### src/rtl/vlan_tbl_pkg.sv
package vlan_tbl_pkg;
    localparam int VID_W  = 12;
    localparam int MASK_W = 10;
    localparam int PORT_W = 4;
    localparam int BUSY_BIT  = 3;
    localparam int VALID_BIT = 11;

    typedef enum logic [2:0] {
        OP_NOP    = 3'd0,
        OP_FLUSH  = 3'd1,
        OP_LOAD   = 3'd2,
        OP_PURGE  = 3'd3,
        OP_RMPORT = 3'd4,
        OP_NEXT   = 3'd5,
        OP_GET    = 3'd6
    } vlan_op_e;

    typedef enum logic [1:0] {
        ST_IDLE = 2'd0,
        ST_SCAN = 2'd1,
        ST_DONE = 2'd2
    } eng_state_e;

    typedef struct packed {
        logic              valid;
        logic [VID_W-1:0]  vid;
        logic [MASK_W-1:0] mask;
    } vlan_entry_t;

    typedef struct packed {
        logic              prio_en;
        logic [2:0]        prio;
        logic [VID_W-1:0]  vid;
        logic [PORT_W-1:0] port;
        logic              full;
        logic              busy;
        vlan_op_e          op;
    } vlan_cmd_t;

    function automatic logic [31:0] cmd_to_word(vlan_cmd_t c);
        return {c.prio_en, c.prio, c.vid, 4'b0, c.port, 3'b0, c.full, c.busy, c.op};
    endfunction

    function automatic vlan_cmd_t word_to_cmd(logic [31:0] w);
        vlan_cmd_t c;
        c.prio_en = w[31];
        c.prio    = w[30:28];
        c.vid     = w[27:16];
        c.port    = w[11:8];
        c.full    = 1'b0;
        c.busy    = w[BUSY_BIT];
        c.op      = vlan_op_e'(w[2:0]);
        return c;
    endfunction
endpackage

### src/rtl/vlan_entry_store.sv
module vlan_entry_store
    import vlan_tbl_pkg::*;
#(
    parameter int N_ENTRIES = 16,
    localparam int IDX_W = (N_ENTRIES > 1) ? $clog2(N_ENTRIES) : 1
) (
    input  logic                         clk,
    input  logic                         rst,
    input  logic                         we,
    input  logic [IDX_W-1:0]             widx,
    input  vlan_entry_t                  wentry,
    output vlan_entry_t [N_ENTRIES-1:0]  entries
);
    for (genvar i = 0; i < N_ENTRIES; i++) begin : g_slot
        always_ff @(posedge clk) begin
            if (rst) begin
                entries[i] <= '0;
            end else if (we && widx == IDX_W'(i)) begin
                entries[i] <= wentry;
            end
        end
    end
endmodule

### src/rtl/vlan_vid_match.sv
module vlan_vid_match
    import vlan_tbl_pkg::*;
#(
    parameter int N_ENTRIES = 16
) (
    input  logic                         clk,
    input  logic                         rst,
    input  vlan_entry_t [N_ENTRIES-1:0]  entries,
    input  logic [VID_W-1:0]             vid,
    output logic                         hit,
    output logic [MASK_W-1:0]            mask
);
    logic [N_ENTRIES-1:0] match;

    for (genvar i = 0; i < N_ENTRIES; i++) begin : g_cmp
        assign match[i] = entries[i].valid && (entries[i].vid == vid);
    end

    always_comb begin
        mask = '0;
        for (int i = 0; i < N_ENTRIES; i++) begin
            if (match[i]) mask = mask | entries[i].mask;
        end
    end

    assign hit = |match;

    // a VID never occupies two valid slots
    assert_unique_vid_R4: assert property (@(posedge clk) disable iff (rst)
        $onehot0(match));

    // a miss never carries member ports
    assert_miss_zero_mask_R12: assert property (@(posedge clk) disable iff (rst)
        !hit |-> (mask == '0));
endmodule

### src/rtl/vlan_cmd_engine.sv
module vlan_cmd_engine
    import vlan_tbl_pkg::*;
#(
    parameter int N_ENTRIES = 16
) (
    input  logic        clk,
    input  logic        rst,
    input  logic        wr_en,
    input  logic        wr_sel,
    input  logic [31:0] wr_data,
    output logic [31:0] cmd_rdata,
    output logic [31:0] data_rdata,
    input  logic [11:0] lookup_vid,
    output logic        lookup_hit,
    output logic [9:0]  lookup_mask
);
    localparam int IDX_W = (N_ENTRIES > 1) ? $clog2(N_ENTRIES) : 1;
    localparam int CNT_W = $clog2(N_ENTRIES + 3);

    eng_state_e                  state_q;
    vlan_cmd_t                   cmd_q;
    logic [MASK_W-1:0]           dmask_q;
    logic                        dvalid_q;
    logic [IDX_W-1:0]            idx_q;
    vlan_entry_t [N_ENTRIES-1:0] table_q;

    logic                        match_found_q, free_found_q, best_found_q;
    logic [IDX_W-1:0]            match_idx_q, free_idx_q;
    logic [MASK_W-1:0]           match_mask_q, best_mask_q;
    logic [VID_W-1:0]            best_vid_q;

    vlan_entry_t                 cur;
    logic                        slot_hit, port_ok, start;
    logic                        st_we;
    logic [IDX_W-1:0]            st_idx;
    vlan_entry_t                 st_entry;

    assign cur      = table_q[idx_q];
    assign slot_hit = cur.valid && (cur.vid == cmd_q.vid);
    assign port_ok  = int'(cmd_q.port) < MASK_W;
    assign start    = (state_q == ST_IDLE) && wr_en && !wr_sel && wr_data[BUSY_BIT];

    // Single table write port: per-slot scan edits, or the load at the end
    always_comb begin
        st_we    = 1'b0;
        st_idx   = idx_q;
        st_entry = cur;
        if (state_q == ST_SCAN) begin
            case (cmd_q.op)
                OP_FLUSH: begin
                    st_we    = 1'b1;
                    st_entry = '0;
                end
                OP_PURGE: begin
                    st_we    = slot_hit;
                    st_entry = '0;
                end
                OP_RMPORT: begin
                    st_we         = cur.valid && port_ok;
                    st_entry.mask = cur.mask & ~(MASK_W'(1) << cmd_q.port);
                end
                default: ;
            endcase
        end else if (state_q == ST_DONE && cmd_q.op == OP_LOAD
                     && (match_found_q || free_found_q)) begin
            st_we    = 1'b1;
            st_idx   = match_found_q ? match_idx_q : free_idx_q;
            st_entry = '{valid: 1'b1, vid: cmd_q.vid, mask: dmask_q};
        end
    end

    always_ff @(posedge clk) begin
        if (rst) begin
            state_q       <= ST_IDLE;
            cmd_q         <= '0;
            dmask_q       <= '0;
            dvalid_q      <= 1'b0;
            idx_q         <= '0;
            match_found_q <= 1'b0;
            free_found_q  <= 1'b0;
            best_found_q  <= 1'b0;
            match_idx_q   <= '0;
            free_idx_q    <= '0;
            match_mask_q  <= '0;
            best_mask_q   <= '0;
            best_vid_q    <= '0;
        end else begin
            case (state_q)
                ST_IDLE: begin
                    if (wr_en && !wr_sel) begin
                        vlan_cmd_t nc;
                        nc = word_to_cmd(wr_data);
                        nc.full = start ? 1'b0 : cmd_q.full;
                        cmd_q <= nc;
                        if (start) begin
                            state_q       <= ST_SCAN;
                            idx_q         <= '0;
                            match_found_q <= 1'b0;
                            free_found_q  <= 1'b0;
                            best_found_q  <= 1'b0;
                        end
                    end else if (wr_en && wr_sel) begin
                        dmask_q  <= wr_data[MASK_W-1:0];
                        dvalid_q <= wr_data[VALID_BIT];
                    end
                end
                ST_SCAN: begin
                    if (slot_hit) begin
                        match_found_q <= 1'b1;
                        match_idx_q   <= idx_q;
                        match_mask_q  <= cur.mask;
                    end
                    if (!cur.valid && !free_found_q) begin
                        free_found_q <= 1'b1;
                        free_idx_q   <= idx_q;
                    end
                    if (cur.valid && cur.vid > cmd_q.vid
                        && (!best_found_q || cur.vid < best_vid_q)) begin
                        best_found_q <= 1'b1;
                        best_vid_q   <= cur.vid;
                        best_mask_q  <= cur.mask;
                    end
                    idx_q <= idx_q + 1'b1;
                    if (idx_q == IDX_W'(N_ENTRIES - 1)) state_q <= ST_DONE;
                end
                default: begin
                    case (cmd_q.op)
                        OP_LOAD: begin
                            if (!match_found_q && !free_found_q) cmd_q.full <= 1'b1;
                        end
                        OP_GET: begin
                            dvalid_q <= match_found_q;
                            dmask_q  <= match_found_q ? match_mask_q : '0;
                        end
                        OP_NEXT: begin
                            dvalid_q <= best_found_q;
                            dmask_q  <= best_found_q ? best_mask_q : '0;
                            if (best_found_q) cmd_q.vid <= best_vid_q;
                        end
                        default: ;
                    endcase
                    cmd_q.busy <= 1'b0;
                    state_q    <= ST_IDLE;
                end
            endcase
        end
    end

    vlan_entry_store #(.N_ENTRIES(N_ENTRIES)) u_store (
        .clk     (clk),
        .rst     (rst),
        .we      (st_we),
        .widx    (st_idx),
        .wentry  (st_entry),
        .entries (table_q)
    );

    vlan_vid_match #(.N_ENTRIES(N_ENTRIES)) u_lookup (
        .clk     (clk),
        .rst     (rst),
        .entries (table_q),
        .vid     (lookup_vid),
        .hit     (lookup_hit),
        .mask    (lookup_mask)
    );

    assign cmd_rdata  = cmd_to_word(cmd_q);
    assign data_rdata = {20'b0, dvalid_q, 1'b0, dmask_q};

    // Checker state: length of the current busy run
    logic [CNT_W-1:0] busy_run_q;
    always_ff @(posedge clk) begin
        if (rst)             busy_run_q <= '0;
        else if (cmd_q.busy) busy_run_q <= busy_run_q + 1'b1;
        else                 busy_run_q <= '0;
    end

    assert_busy_bounded_R2: assert property (@(posedge clk) disable iff (rst)
        cmd_q.busy |-> (busy_run_q <= CNT_W'(N_ENTRIES)));

    assert_scan_data_frozen_R3: assert property (@(posedge clk) disable iff (rst)
        (state_q == ST_SCAN && wr_en) |=> $stable(data_rdata));

    assert_scan_cmd_frozen_R3: assert property (@(posedge clk) disable iff (rst)
        (state_q == ST_SCAN && wr_en) |=> $stable(cmd_rdata));

    assert_full_from_load_R5: assert property (@(posedge clk) disable iff (rst)
        $rose(cmd_q.full) |-> ($past(cmd_q.op) == OP_LOAD));
endmodule

### config.mk
export PLATFORM = sky130hd
export DESIGN_NAME = vlan_cmd_engine
export DESIGN_NICKNAME = d
export VERILOG_FILES = /design/src/rtl/vlan_tbl_pkg.sv /design/src/rtl/vlan_entry_store.sv /design/src/rtl/vlan_vid_match.sv /design/src/rtl/vlan_cmd_engine.sv
export SDC_FILE = /design/constraint.sdc
export NUM_CORES = 1
export LEC_CHECK = 0
export ABC_AREA = 1
export BUFFER_PORTS_ARGS = -buffer_cell sky130_fd_sc_hd__clkbuf_2
export CORE_ASPECT_RATIO = 0.8
export CORE_MARGIN = 2
export CORE_UTILIZATION = 30
export CTS_CLUSTER_SIZE = 25
export DETAILED_ROUTE_END_ITERATION = 10
export PLACE_DENSITY = 0.47
export SLEW_MARGIN = 20
export SYNTH_ARGS = -nofsm -noshare
export SYNTH_HDL_FRONTEND = slang
export SYNTH_SLANG_ARGS = --single-unit
### constraint.sdc
create_clock -name clk -period 3.73 [get_ports clk]
set_input_delay 0.1865 -clock clk [delete_from_list [all_inputs] [get_ports clk]]
set_output_delay 0.1865 -clock clk [all_outputs]
set_load 0.1 [all_outputs]
=== After elaboration in Yosys (flattened, before gate mapping) ===
Cells that the tools add are included.

* Input port bits: 48
* Latch bits: 0
* Bits in read-only memories: 0
* Register bits after elaboration: 453
* Bits in writable memories: 0
* Output and inout port bits: 75
* Memories: 0

* Equality and inequality tests: 49
* Mux-type cells: 60
* Order comparisons: 4
* Divide/modulo/power cells: 0
* Bitwise logic cells: 18
* Reduce and logical (&&, ||, !) cells: 75
* Add/subtract/negate cells: 1
* Multiply operators: 0
* Shift operators: 1

{| class="wikitable"
|+ Operators with widths
! kind !! count
|-
| $eq A12 B12 Y1 || 17
|-
| $mux W10 || 20
|-
| $or A10 B10 Y10 || 15
|-
| $bmux W23 S4 || 1
|-
| $mux W23 || 3
|-
| $pmux W10 S2 || 3
|-
| $logic_and A1 B1 Y1 || 45
|-
| $eq A4 B4 Y1 const B || 9
|-
| $mux W12 || 2
|-
| $pmux W12 S2 || 1
|-
| $mux W21 || 1
|-
| $mux W4 || 5
|-
| $reduce_and A4 Y1 || 5
|-
| $eq A4 B3 Y1 const B || 4
|-
| $reduce_or A16 Y1 || 1
|-
| $mux W13 || 1
|-
| $gt A12 B12 Y1 || 1
|-
| $lt A12 B12 Y1 || 1
|-
| $mux W1 || 11
|-
| $and A10 B10 Y10 || 1
|-
| $ne A2 B1 Y1 const B || 5
|-
| $not A10 Y10 || 1
|-
| $pmux W1 S2 || 5
|-
| $reduce_and A2 Y1 || 5
|-
| 26 further kinds || 45
|}

=== Logic depth before layout (Yosys ltp) ===
* Depth in word-level cells: 33
* Depth in mapped cells: 25
* Gate-level depth less buffers: 20

=== Hierarchy ===
Synthesis repeated with hierarchy kept, for this count alone.

* Cell total of the unflattened synthesis: 4766
* Area total of the unflattened synthesis: 28489.8 µm²

{| class="wikitable"
|+ By module, submodules not included
! module !! area each (µm²) !! instances !! cells each !! seq. area each (µm²)
|-
| vlan_entry_store || 14875.5 || 1 || 2173 || 7367.1
|-
| vlan_cmd_engine || 8200.4 || 1 || 1362 || 1701.6
|-
| vlan_vid_match || 5413.9 || 1 || 1231 || 0.0
|}

=== Worst setup path before layout ===
Ideal clock, no wire load.

* Path type: reg-to-reg
* Start point: reg idx_q[0]
* End point: reg u_store.entries[129] (netlist name)
* Setup time: 0.132 ns
* Data required time: 3.598 ns
* Stages on the path, launching flop included: 24
* Arrival time: 3.218 ns
* Setup slack: 0.380 ns
* Cell sequence: dfxtp_1 > buf_6 > inv_4 > buf_4 > buf_6 > buf_6 > o21ai_0 > nand3_1 > a31oi_1 > inv_1 > ha_1 > nand2_1 > nor2_1 > nand4_1 > nor2_1 > nand3_1 > nand3_1 > nand2_2 > nand2_8 > buf_12 > nand2_4 > buf_6 > nand2_1 > a21oi_1

{| class="wikitable"
|+ RTL lines
! element !! RTL line !! text
|-
| start: declaration || vlan_cmd_engine.sv:24 || <nowiki>logic [IDX_W-1:0] idx_q;</nowiki>
|-
| start signal: assignment || vlan_cmd_engine.sv:123 || <nowiki>idx_q <= idx_q + 1'b1;</nowiki>
|}

==> results.cfg <==
[placed_design]
place_ws_ns = -0.2003
hpwl_um = 78540
io_buffers = 90
globalplace.congestion = 0.9380

[finish]
utilization_pct = 36.91
drive_gt1_share_pct = 15.63
layout_commonest_cell = nand2_1
area_growth_pct = 21.33
final_cell_mix = 820 x nand2_1, 493 x nand3_1, 483 x a21oi_1
nets = 4062

[routing]
postRouteAntennaNets = 0
drtIter0Drc = 3751
vias = 28480
wl_um = 120200
wl_per_cell_um = 23.29
vias_per_cell = 5.518
drc = 0
drtPass1Iterations = 6

[setup_path]
cp_slowest_cell = dfxtp_4
cp.depth = 24
reg2reg_from = idx_q[1]
path_class = flip-flop to flip-flop
path_cells = inv_8 -> buf_12 -> buf_12 -> a21oi_1 -> o21ai_1 -> o211ai_1 -> a31oi_4 -> inv_2 -> ha_4 -> nand2_2 -> nor2_4 -> nand4_1 -> buf_4 -> nor2_4 -> nand3_2 -> nand3_2 -> nand2_4 -> nand2_8 -> buf_12 -> buf_16 -> nand2_8 -> clkbuf_16 -> nand2_1 -> a21oi_1
r2r_end = u_store.entries[305]
crit_family = buffers and inverters
reg2reg_slack_ns = -0.03
critPathBufInv = 8
cp-endpoint = u_store.entries[305]
path_common_cell = buf_12
r2r_cells = 24
setup.worst_path.start = idx_q[1]
cp.required_ns = 4.20
start_kind = flip-flop
crit_arrival_ns = 4.24
endpoint_kind = flip-flop
crit_path_max_fanout = 12
critPathMaxStageDelay_ns = 0.41

[run]
maxCapViolCount = 0

[synthesis]
postSynthCellCount = 3852
async_reset_ff_share_pct = 0
ys_ff_latch = 453
synth.distinct_cells = 56
synth_area_sq_um = 26240
yosysSeqAreaShare_pct = 34.56
synth_ff_type = dfxtp_1
synth_edf_count = 0
syn_area_per_cell_sq_um = 6.811
ys_warn_count = 0

[die]
die_w_um = 334.6
num_rows = 96
dieArea_sq_um = 89860
ios = 123
start_util_pct = 30.42
dieHeight_um = 268.5
fp.coreArea_sq_um = 86240

[timing]
worst_slack_ns = -0.03365
rsz0062_at_grt = true
maxSlewHeadroom_pct = 31.53
post-route-period-util_pct = 100.9
max_freq_mhz = 265.7
slew_viol_final = 0
layout_min_cycle_time_ns = 3.764
worst_slew_pin_slew_ns = 1.027
hold_violations = 0
fin_skew_ns = 0.02406
finalSetupTns_ns = -0.4211
setup_viol = 45

[outcome]
violations = setup timing
status = finished with violations

[hold_path]
whs_path_depth = 6
hp-class = primary input to flip-flop

[clocking]
clock_path_buffers = 3
clk_latency_ns = 0.65
cts_buffers = 51
clkSinkCount = 453
cts_tree = yes
clk_pin_slew_ns = 0.06
cts-root-buf = clkbuf_16
h-tree-depth = 2

[global_route]
grt-ovfl-total = 0
grt_pass1_wl_um = 170900
grt_pass1_vias = 25580
antenna_found_initial = 0
grt_start_max_net_pins = 191
grt.total_usage_pct = 25.10

[pwr]
power.total_mw = 12.04
ir_drop_uv = 328.1
p_leak_nw = 11.65
p_per_area_nw_per_um2 = 378.3
-- worst register-to-register path, delay by kind of cell, from the launching register on --
kind | cells | cell delay, ns
buf+inv | 8 | 1.19
simple gates | 10 | 1.03
compound gates | 5 | 0.69
flops | 1 | 0.41
fa+ha+maj | 1 | 0.27
-- worst min path at each step --
stage / startpoint / endpoint / slack [ns]
3_3_place_gp: wr_data[31] / cmd_rdata[31] / 0.41
3_5_place_dp: wr_data[31] / cmd_rdata[31] / 0.42
4_1_cts: wr_en / cmd_rdata[3] / 0.001
2_1_floorplan: wr_data[28] / cmd_rdata[28] / 0.32
5_1_grt: wr_en / cmd_rdata[3] / 0.04
6_report: wr_en / cmd_rdata[3] / 0.03
-- where the power goes --
part	internal, mW	switching (mW)	total, mW
registers	4.87	0.0306	4.90
logic	0.467	1.21	1.68
clock network	3.11	2.36	5.47
total	8.45	3.60	12.0
-- registers in the layout (all words and copies together), names as in the netlist, 2 cells and up --
name / count
dmask_q: 10
match_mask_q: 10
free_idx_q: 4
state_q: 2
cmd_rdata: 25
best_mask_q: 10
best_vid_q: 12
u_store.entries: 368
match_idx_q: 4
idx_q: 4
-- metal layers --
layer	part of all wire, %	track usage [%]	up-vias
met5	0	0	-
met4	3.5	8.714	0
met3	9.3	4.416	207
met2	42	36.90	1387
met1	45	36.60	13590
li1	-	-	13290
-- kinds of logic (layout without fill, tap and decap cells) --
| family | Yosys count | after routing | synth area share, % |
|---|---|---|---|
| adders and majority gates | 24 | 24 | 1.144 |
| DFF | 453 | 453 | 34.56 |
| buffers and inverters | 567 | 720 | 11.75 |
| other | 1 | 30 | 0.01429 |
| AOI/OAI and AO/OA | 995 | 995 | 20.79 |
| and+or+nand+nor | 1739 | 1739 | 29.31 |
| xor gates and xnor gates | 73 | 73 | 2.437 |
-- stage by stage --
step	hold WS, ns	std cells	cell area (sq um)
after floorplan	0.3214	3879	26340
after global placement	0.4117	4976	28460
after detailed placement	0.4184	4976	28460
after CTS	0.0009898	5108	30700
after global routing	0.04029	5159	31830
final	0.02569	5161	31830
-- cell usage after synthesis, types with 11 or more instances --
cell type / instances / area [sq um]
clkinv_1: 12 / 45.04
inv_1: 171 / 641.9
o21ai_1: 23 / 115.1
nand2_1: 832 / 3123
o2111ai_1: 11 / 96.34
nand2_4: 19 / 214.0
o221ai_1: 11 / 96.34
a31oi_1: 28 / 175.2
buf_2: 99 / 495.5
xnor2_1: 38 / 332.8
o22ai_1: 77 / 481.7
nor4_1: 21 / 131.4
nor3_1: 19 / 95.09
o21ai_0: 271 / 1356
nor2_1: 260 / 975.9
nand3_1: 498 / 2492
clkbuf_1: 110 / 412.9
buf_4: 62 / 465.5
o211ai_1: 24 / 180.2
ha_1: 24 / 300.3
a211oi_1: 21 / 157.7
nand4_1: 50 / 312.8
xor2_1: 35 / 306.5
dfxtp_1: 453 / 9069
inv_2: 28 / 105.1
buf_6: 71 / 799.5
a21oi_1: 491 / 2457
-- cell type report --
type / instances / area (sq um)
multi-input combinational: 2859 / 14700
clock buffer: 75 / 1488
fill: 9202 / 54410
inverter: 212 / 815.8
clock inverter: 20 / 244.0
sequential: 453 / 9076
antenna: 2 / 5.005
timing repair buffer: 412 / 4086
timing repair inverter: 1 / 8.758
tap: 1127 / 1410
-- what timing repair did --
item | in CTS | in global routing
setup endpoints to repair | 368 | 390
endpoints found under the hold margin | 72 | 0
pin swaps | 0 | 27
gates resized for setup | 24 | 136
cloned | 0 | 17
setup buffers | 0 | 34
hold buffers | 37 | 0
No activity file was read; power rests on OpenSTA's default activity.
